### config.mk
export PLATFORM = sky130hd
export DESIGN_NAME = boot_remap_decoder
export DESIGN_NICKNAME = d
export VERILOG_FILES = /design/src/rtl/brd_pkg.sv /design/src/rtl/brd_boot_latch.sv /design/src/rtl/brd_window.sv /design/src/rtl/brd_pick.sv /design/src/rtl/boot_remap_decoder.sv
export SDC_FILE = /design/constraint.sdc
export NUM_CORES = 1
export LEC_CHECK = 0
export ABC_AREA = 0
export BUFFER_PORTS_ARGS = -buffer_cell sky130_fd_sc_hd__buf_2
export CAP_MARGIN = 20
export CORE_MARGIN = 2
export CORE_UTILIZATION = 39
export CTS_CLUSTER_DIAMETER = 100
export DETAILED_ROUTE_END_ITERATION = 12
export PLACE_DENSITY = 0.58
export SYNTH_ARGS = -nofsm -noshare
export SYNTH_HDL_FRONTEND = slang
export SYNTH_SLANG_ARGS = --single-unit
### constraint.sdc
create_clock -name clk_i -period 7 [get_ports clk_i]
set_input_delay 0.35 -clock clk_i [delete_from_list [all_inputs] [get_ports clk_i]]
set_output_delay 0.35 -clock clk_i [all_outputs]
set_load 0.02 [all_outputs]
### src/rtl/brd_pkg.sv
package brd_pkg;

   localparam int NUM_TGT = 8;
   localparam int NUM_WIN = 9;
   localparam int TGT_W   = 3;

   typedef enum logic [TGT_W-1:0] {
      TGT_SRAM    = 3'd0,
      TGT_ROM     = 3'd1,
      TGT_FLASH   = 3'd2,
      TGT_BOARD   = 3'd3,
      TGT_NETREG  = 3'd4,
      TGT_NETDESC = 3'd5,
      TGT_NETBUF  = 3'd6,
      TGT_UART    = 3'd7
   } tgt_e;

   localparam logic [31:0] IO_BASE    = 32'hF000_0000;
   localparam logic [31:0] BOOT_BASE  = 32'hFE00_0000;
   localparam logic [31:0] FLASH_BASE = 32'hF800_0000;
   localparam logic [31:0] ROM_BYTES  = 32'h0000_1000;

   // 0: any boot mode, 1: only when booting from flash, 2: only when booting from ROM
   localparam int GATE_ANY   = 0;
   localparam int GATE_FLASH = 1;
   localparam int GATE_ROM   = 2;

   function automatic logic [31:0] flash_bytes(input int variant);
      return (variant == 0) ? 32'h0040_0000 : 32'h0100_0000;
   endfunction

   function automatic logic [31:0] sram_bytes(input int variant);
      return (variant == 0) ? 32'h0002_0000 : 32'h0200_0000;
   endfunction

   // Windows are listed highest priority first.
   function automatic logic [31:0] win_base(input int w);
      case (w)
         0, 1:    return BOOT_BASE;
         2:       return IO_BASE + 32'h0D02_0000;
         3:       return IO_BASE + 32'h0D03_0000;
         4:       return IO_BASE + 32'h0D03_0400;
         5:       return IO_BASE + 32'h0D80_0000;
         6:       return IO_BASE + 32'h0D05_0020;
         7:       return FLASH_BASE;
         default: return 32'h0000_0000;
      endcase
   endfunction

   function automatic logic [31:0] win_size(input int w, input int variant);
      case (w)
         0:       return flash_bytes(variant);
         1:       return ROM_BYTES;
         2:       return 32'h0001_0000;
         3, 4:    return 32'h0000_0400;
         5:       return 32'h0000_4000;
         6:       return 32'h0000_0020;
         7:       return flash_bytes(variant);
         default: return sram_bytes(variant);
      endcase
   endfunction

   function automatic tgt_e win_tgt(input int w);
      case (w)
         0:       return TGT_FLASH;
         1:       return TGT_ROM;
         2:       return TGT_BOARD;
         3:       return TGT_NETREG;
         4:       return TGT_NETDESC;
         5:       return TGT_NETBUF;
         6:       return TGT_UART;
         7:       return TGT_FLASH;
         default: return TGT_SRAM;
      endcase
   endfunction

   function automatic int win_gate(input int w);
      case (w)
         0:       return GATE_FLASH;
         1:       return GATE_ROM;
         default: return GATE_ANY;
      endcase
   endfunction

   function automatic logic [NUM_WIN*TGT_W-1:0] tgt_map();
      logic [NUM_WIN*TGT_W-1:0] m;
      m = '0;
      for (int w = 0; w < NUM_WIN; w++) begin
         m[w*TGT_W +: TGT_W] = win_tgt(w);
      end
      return m;
   endfunction

endpackage

### src/rtl/brd_boot_latch.sv
module brd_boot_latch (
   input  logic clk_i,
   input  logic rst_ni,
   input  logic boot_pin_i,
   output logic boot_flash_o
);

   logic mode_q;

   // Follows the pin only during reset; frozen once reset is released.
   always_ff @(posedge clk_i) begin
      if (!rst_ni) begin
         mode_q <= boot_pin_i;
      end
   end

   assign boot_flash_o = mode_q;

endmodule

### src/rtl/brd_window.sv
module brd_window #(
   parameter int          ADDR_W = 32,
   parameter logic [31:0] BASE   = 32'h0,
   parameter logic [31:0] SIZE   = 32'h1000,
   parameter int          SHIFT  = 0
) (
   input  logic              en_i,
   input  logic [ADDR_W-1:0] addr_i,
   output logic              hit_o,
   output logic [ADDR_W-1:0] off_o
);

   localparam logic [32:0] LIMIT = {1'b0, BASE} + {1'b0, SIZE};

   if (SIZE == 32'h0) begin : g_bad_size
      $error("brd_window: window size must be nonzero");
   end
   if (LIMIT > 33'h1_0000_0000) begin : g_bad_limit
      $error("brd_window: window runs past the top of the address space");
   end
   if (SHIFT < 0 || SHIFT > 4) begin : g_bad_shift
      $error("brd_window: offset shift out of range");
   end

   logic [ADDR_W:0] delta;

   always_comb begin
      delta = {1'b0, addr_i} - {1'b0, BASE};
      hit_o = en_i && !delta[ADDR_W] && (delta < {1'b0, SIZE});
      off_o = delta[ADDR_W-1:0] >> SHIFT;
   end

endmodule

### src/rtl/brd_pick.sv
module brd_pick #(
   parameter int                  NUM_WIN = 9,
   parameter int                  NUM_TGT = 8,
   parameter int                  TGT_W   = 3,
   parameter int                  ADDR_W  = 32,
   parameter logic [NUM_WIN*TGT_W-1:0] TGT_MAP = '0
) (
   input  logic                            clk_i,
   input  logic                            rst_ni,
   input  logic                            valid_i,
   input  logic [NUM_WIN-1:0]              hit_i,
   input  logic [NUM_WIN-1:0][ADDR_W-1:0]  off_i,
   output logic [NUM_TGT-1:0]              sel_o,
   output logic [ADDR_W-1:0]               off_o,
   output logic                            err_o
);

   if ((1 << TGT_W) < NUM_TGT) begin : g_bad_tgt_w
      $error("brd_pick: target code too narrow");
   end

   logic [NUM_TGT-1:0] sel_d;
   logic [ADDR_W-1:0]  off_d;
   logic               any_d;

   // Scan from lowest priority upward so the highest-priority hit is kept.
   always_comb begin
      sel_d = '0;
      off_d = '0;
      any_d = 1'b0;
      for (int w = NUM_WIN - 1; w >= 0; w--) begin
         if (hit_i[w]) begin
            sel_d = '0;
            sel_d[TGT_MAP[w*TGT_W +: TGT_W]] = 1'b1;
            off_d = off_i[w];
            any_d = 1'b1;
         end
      end
   end

   always_ff @(posedge clk_i) begin
      if (!rst_ni) begin
         sel_o <= '0;
         off_o <= '0;
         err_o <= 1'b0;
      end else if (valid_i) begin
         sel_o <= sel_d;
         off_o <= off_d;
         err_o <= !any_d;
      end else begin
         sel_o <= '0;
         off_o <= '0;
         err_o <= 1'b0;
      end
   end

endmodule

### src/rtl/boot_remap_decoder.sv
module boot_remap_decoder #(
   parameter int VARIANT    = 0,
   parameter int ADDR_W     = 32,
   parameter int UART_SHIFT = 2
) (
   input  logic                         clk_i,
   input  logic                         rst_ni,
   input  logic                         boot_flash_i,
   input  logic                         req_valid_i,
   input  logic [ADDR_W-1:0]            req_addr_i,
   output logic [brd_pkg::NUM_TGT-1:0]  tgt_sel_o,
   output logic [ADDR_W-1:0]            tgt_off_o,
   output logic                         dec_err_o
);
   import brd_pkg::*;

   localparam logic [NUM_WIN*TGT_W-1:0] MAP = tgt_map();

   if (VARIANT != 0 && VARIANT != 1) begin : g_bad_variant
      $error("boot_remap_decoder: VARIANT must be 0 or 1");
   end
   if (ADDR_W != 32) begin : g_bad_addr_w
      $error("boot_remap_decoder: only a 32-bit address is supported");
   end
   if (sram_bytes(VARIANT) > FLASH_BASE) begin : g_bad_sram
      $error("boot_remap_decoder: SRAM window reaches the flash window");
   end

   logic                           boot_flash_q;
   logic [NUM_WIN-1:0]             hit;
   logic [NUM_WIN-1:0][ADDR_W-1:0] off;

   brd_boot_latch u_boot (
      .clk_i        (clk_i),
      .rst_ni       (rst_ni),
      .boot_pin_i   (boot_flash_i),
      .boot_flash_o (boot_flash_q)
   );

   for (genvar w = 0; w < NUM_WIN; w++) begin : g_win
      localparam int GATE = win_gate(w);
      logic en;

      if (GATE == GATE_FLASH) begin : g_flash_only
         assign en = boot_flash_q;
      end else if (GATE == GATE_ROM) begin : g_rom_only
         assign en = !boot_flash_q;
      end else begin : g_always
         assign en = 1'b1;
      end

      brd_window #(
         .ADDR_W (ADDR_W),
         .BASE   (win_base(w)),
         .SIZE   (win_size(w, VARIANT)),
         .SHIFT  ((win_tgt(w) == TGT_UART) ? UART_SHIFT : 0)
      ) u_win (
         .en_i   (en),
         .addr_i (req_addr_i),
         .hit_o  (hit[w]),
         .off_o  (off[w])
      );
   end

   brd_pick #(
      .NUM_WIN (NUM_WIN),
      .NUM_TGT (NUM_TGT),
      .TGT_W   (TGT_W),
      .ADDR_W  (ADDR_W),
      .TGT_MAP (MAP)
   ) u_pick (
      .clk_i   (clk_i),
      .rst_ni  (rst_ni),
      .valid_i (req_valid_i),
      .hit_i   (hit),
      .off_i   (off),
      .sel_o   (tgt_sel_o),
      .off_o   (tgt_off_o),
      .err_o   (dec_err_o)
   );

endmodule

# Word level (Yosys, flattened, before mapping)
# Index checks and enable logic that the tools add are counted.
dict set report word_totals {
  reg_bits 42
  latch_bits 0
  mem_bits_rw 0
  rom_bits 0
  input_bits 36
  out_inout_bits 41
  elab_cells 83
  n_memories 0
}
dict set report classes {
  n_addsub 7
  n_mul 0
  n_div 0
  order_cmp 9
  eq_ne 0
  shifts 0
  n_mux 27
  bitwise_logic 2
  reduce_logical 27
}
# cell count
set op_table {}
lappend op_table {{32-bit two-way mux} 9}
lappend op_table {{32-bit by 32-bit subtractor with 33-bit output, second input constant} 7}
lappend op_table {{33-bit by 11-bit < comparator with 1-bit output, second input constant} 2}
lappend op_table {{33-bit by 23-bit < comparator with 1-bit output, second input constant} 2}
lappend op_table {{33-bit by 13-bit < comparator with 1-bit output, second input constant} 1}
lappend op_table {{33-bit by 15-bit < comparator with 1-bit output, second input constant} 1}
lappend op_table {{33-bit by 17-bit < comparator with 1-bit output, second input constant} 1}
lappend op_table {{33-bit by 6-bit < comparator with 1-bit output, second input constant} 1}
lappend op_table {{32-bit by 18-bit < comparator with 1-bit output, second input constant} 1}
lappend op_table {{1-bit logical AND} 10}
lappend op_table {{1-bit two-way mux} 10}
lappend op_table {{10-bit OR reduction} 1}
lappend op_table {{1-bit zero test} 9}
lappend op_table {{3-bit two-way mux} 3}
lappend op_table {{8-bit two-way mux} 1}
lappend op_table {{8-bit OR reduction} 1}
lappend op_table {{7-bit two-way mux} 1}
lappend op_table {{7-bit OR reduction} 1}
lappend op_table {{6-bit two-way mux} 1}
lappend op_table {{6-bit OR reduction} 1}
lappend op_table {{5-bit two-way mux} 1}
lappend op_table {{5-bit OR reduction} 1}
lappend op_table {{4-bit two-way mux} 1}
lappend op_table {{4-bit OR reduction} 1}
lappend op_table {{3 further kinds} 4}

# Depth between registers and ports, before layout
dict set report depth {
  word_depth 12
  mapped_depth 13
  depth_no_buf 10
}

# Hierarchy
# Synthesis repeated with hierarchy kept, for this count alone.
dict set report unflattened {
  cells_unflattened 1037
  hier_area_um2 8177.8
}
# mod n_inst cells_each area_per_inst_um2 seq_area_each_um2
set modules_own_cells {}
lappend modules_own_cells {brd_pick 1 474 4063.9 820.8}
lappend modules_own_cells {{brd_window (g_win[6].u_win)} 1 114 768.2 0.0}
lappend modules_own_cells {{brd_window (g_win[4].u_win)} 1 96 661.9 0.0}
lappend modules_own_cells {{brd_window (g_win[2].u_win)} 1 71 520.5 0.0}
lappend modules_own_cells {{brd_window (g_win[3].u_win)} 1 68 514.2 0.0}
lappend modules_own_cells {{brd_window (g_win[5].u_win)} 1 47 359.1 0.0}
lappend modules_own_cells {{brd_window (g_win[1].u_win)} 1 45 345.3 0.0}
lappend modules_own_cells {{brd_window (g_win[0].u_win)} 1 41 322.8 0.0}
lappend modules_own_cells {{brd_window (g_win[7].u_win)} 1 40 304.0 0.0}
lappend modules_own_cells {{brd_window (g_win[8].u_win)} 1 37 276.5 0.0}
lappend modules_own_cells {brd_boot_latch 1 2 33.8 30.0}
lappend modules_own_cells {boot_remap_decoder 1 2 7.5 0.0}

# Least setup slack after synthesis
# Ideal clock, no wire load.
dict set report synth_path {
  path_kind {input to register}
  startpoint {input port req_addr_i[5]}
  endpoint {register u_pick.off_o[5]}
  setup_ns 0.115
  arrival_time_ns 3.181
  required_ns 6.885
  setup_slack_ns 3.704
  stages 11
  n_path_buf 1
  cell_sequence {inv_1 -> ha_1 -> or4b_2 -> nor4_1 -> o21ai_0 -> xnor2_1 -> or4_4 -> o21ba_1 -> buf_6 -> or3_4 -> and3_1}
}
dict set report synth_via {
  elab_chain_len 11
  word_cells_on_any_way 42
  classes_between {7 x add/sub; 9 x order compare; 9 x mux; 17 x reduce/logical}
}
# item line
set synth_rtl {}
lappend synth_rtl {{start: declaration} boot_remap_decoder.sv:10} ;# input logic [ADDR_W-1:0] req_addr_i,
lappend synth_rtl {{32-bit by 32-bit subtractor with 33-bit output} brd_window.sv:28} ;# delta = {1'b0, addr_i} - {1'b0, BASE};
lappend synth_rtl {{33-bit by 23-bit < comparator with 1-bit output or 1-bit zero test (tied branches)} brd_window.sv:29} ;# hit_o = en_i && !delta[ADDR_W] && (delta < {1'b0, SIZE});
lappend synth_rtl {{1-bit logical AND} brd_window.sv:29}
lappend synth_rtl {{32-bit two-way mux (7 in a row)} brd_pick.sv:32} ;# if (hit_i[w]) begin
lappend synth_rtl {{32-bit two-way mux *} brd_pick.sv:32}
lappend synth_rtl {{end signal: assignment} brd_pick.sv:44} ;# off_o <= '0;
lappend synth_rtl {{end signal: assignment} brd_pick.sv:48} ;# off_o <= off_d;
lappend synth_rtl {{end signal: assignment} brd_pick.sv:52} ;# off_o <= '0;
lappend synth_rtl {{end: declaration} brd_pick.sv:14} ;# output logic [ADDR_W-1:0] off_o,
# Every way passes the cells marked *; elsewhere a longest branch is shown, timed or not.
# A chain may end at the register's enable or synchronous reset.

# Worst setup path after layout
dict set report layout_path {
  startpoint {input port req_addr_i[18]}
  endpoint {register u_pick.off_o[26]}
}
# The elaborated chain is that of the path after synthesis.

==> metrics.csv <==
metric;value;unit
cts.clk_slew.worst_paths;0.09;ns
hpwlAfterDp;8408;um
die-area;9048;sq um
yosysMostFrequentCell;dfxtp_1;
clock_path_buffers;2;
crit_arrival;4.15;ns
synth.area.top_cells;dfxtp_1, ha_1, a21oi_1;
synthCells;406;
overflow;0;
place_area;3647;sq um
fmax;252.6;MHz
hold_slack;0.2257;ns
finalSetupViolCount;0;
clk-insertion-delay-late;0.29;ns
p_sw;0.0001676;W
root_buffer;clkbuf_8;
cts_tree;yes;
post-cts-setup-buffers;0;
drt_iter0_drc;425;
synthArstFlopShare;0;%
diodes;0;
num_rows;33;
drt_wl_total;10980;um
htree_levels;2;
antenna_found_initial;0;
syn_area;3238;sq um
die_y;95.12;um
cts.sinks;42;
r2r_setup_slack;4.87;ns
layout.cells.non_filler;574;
coreArea;8134;sq um
critPathLaunchType;input port;
ios;77;
hold_viol;0;
post_cts_resized;0;
clock_skew;0.01002;ns
fin_nets;526;
path_class;input port to flip-flop;
status;finished clean;
syn_avg_cell_area;7.976;sq um
synth.yosys.warnings;0;
ys_ff_latch;42;
start_util;39.81;%
grt_max_degree;24;
fin_crit_sh;56.56;%
dp_cells;566;
setup_tns;0;ns
pwr-share-seq;46.6;%
grt_first_pass_wirelength;16990;um
power_density;139.0;nW/um^2
p_int;0.0003524;W
fp.dieW;95.12;um
rsz0062_at_grt;no;
avgRoutedWirePerCell;19.12;um
areaGrowthSynthToFinish;15.49;%
synth_top_area_cell;dfxtp_1;
via_per_inst;6.059;
cap_violations;0;
ys_types;72;
antenna_left;0;
sw_frac_of_total;32.23;%
cp_max_fo;23;
portBuffers;76;
fin_area;3740;sq um
final.min_clock_period;3.959;ns
timing_max_transition_violations_final;0;
grt_usage;24.32;%
worstMarginPinSlew;0.9835;ns
vias;3478;
p_total;0.0005200;W
synthFlopType;dfxtp_1;
pwr-share-clk;30.6;%
layout-drive-gt1-share;21.96;%
power.leakage;1.565;nW
yosysTopAreaCellShare;25.35;%
synth_edf_count;1;
worstPathRequired;7.19;ns
gp_congestion;0.9199;
slew_headroom;34.13;%
yosysSeqAreaShare;26.28;%
synth_common_cells;dfxtp_1, nor2_1, a21oi_1;
end_kind;flip-flop;
p_comb_share;22.8;%
grt_pass1_vias;3112;
drtPass1Iterations;5;
numCtsBuffers;5;
ctsHoldBuffers;0;
drc;0;
min_path_type;input port to flip-flop;
irDropWorstVdd;0.08505;mV
==> power groups by stage <==
stage	Sequential, W	Clock, W	Combinational, W
floorplan	0.000250	0	0.0000716
global placement	0.000248	0	0.000116
detailed placement	0.000248	0	0.000115
CTS	0.000243	0.000166	0.000115
global route	0.000243	0.000174	0.000130
finish	0.000242	0.000159	0.000118
==> cells by family (layout without fill, tap and decap cells) <==
family	Yosys count	count (layout)	synth area share (%)
compound gates	123	123	27.05
xor+xnor	10	10	2.705
fa+ha+maj	22	22	8.501
buf+inv	44	104	5.950
flops	42	42	26.28
mux	4	4	1.275
other cells	1	4	0.1158
simple gates	160	160	28.13
==> state kept, by name (all words and copies together), names as in the netlist <==
register / cells
u_boot.boot_flash_o: 1
u_pick.err_o: 1
u_pick.off_o: 32
u_pick.sel_o: 8
==> layout by cell type, fill, tap and decap left out, types with 8 or more instances in the layout <==
cell type and count:
xnor2_1 9, dfxtp_1 41, o21ai_0 18, o31ai_1 8, nand3_1 9, buf_2 76
nor4_1 9, a21oi_1 26, nand2_1 23, nor2_1 31, ha_1 22, and3_1 11
inv_1 19, nor3_1 16, nand4_1 14
==> final cells by class <==
cell class,instances,area [sq um]
Sequential cell,42,850.8
Clock inverter,3,23.77
Inverter,19,71.32
Tap cell,105,131.4
Timing Repair Buffer,77,387.9
Clock buffer,5,68.82
Multi-Input combinational cell,323,2206
Fill cell,831,4394
==> critical path, stage by stage <==
cell and delay, ns:
buf_2 0.35, inv_1 0.26, ha_1 0.27, a2111oi_0 0.80, xnor2_1 0.19, nand4_1 0.11, nor4b_1 0.68, a41o_1 0.33
a31oi_1 0.19, and2_1 0.36, a32o_1 0.25
==> worst paths after layout <==
path / from / to / depth (start not counted)
setup / recovery: req_addr_i[18] / u_pick.off_o[26] / 11
setup reg to reg: u_boot.boot_flash_o / u_pick.off_o[26] / 5
hold reg to reg: u_boot.boot_flash_o / u_pick.sel_o[1] / 2
hold / removal: boot_flash_i / u_boot.boot_flash_o / 1
==> metal layers <==
| metal | GRT usage [%] | wire (um) | vias up | part of all wire [%] |
|---|---|---|---|---|
| met3 | 3.874 | 912 | 21 | 8.3 |
| met5 | 0 | 0 | - | 0 |
| met2 | 37.68 | 4803 | 174 | 44 |
| met4 | 6.159 | 179 | 0 | 1.6 |
| li1 | - | - | 1675 | - |
| met1 | 35.00 | 5081 | 1608 | 46 |
==> stage by stage <==
step | utilization (%) | setup slack (ns)
2_1_floorplan | - | 3.704
3_3_place_gp | 44.84 | 2.857
3_5_place_dp | 44.84 | 2.909
4_1_cts | 45.98 | 3.209
5_1_grt | 45.98 | 2.917
6_report | 45.98 | 3.041
No activity file was read; power rests on OpenSTA's default activity.
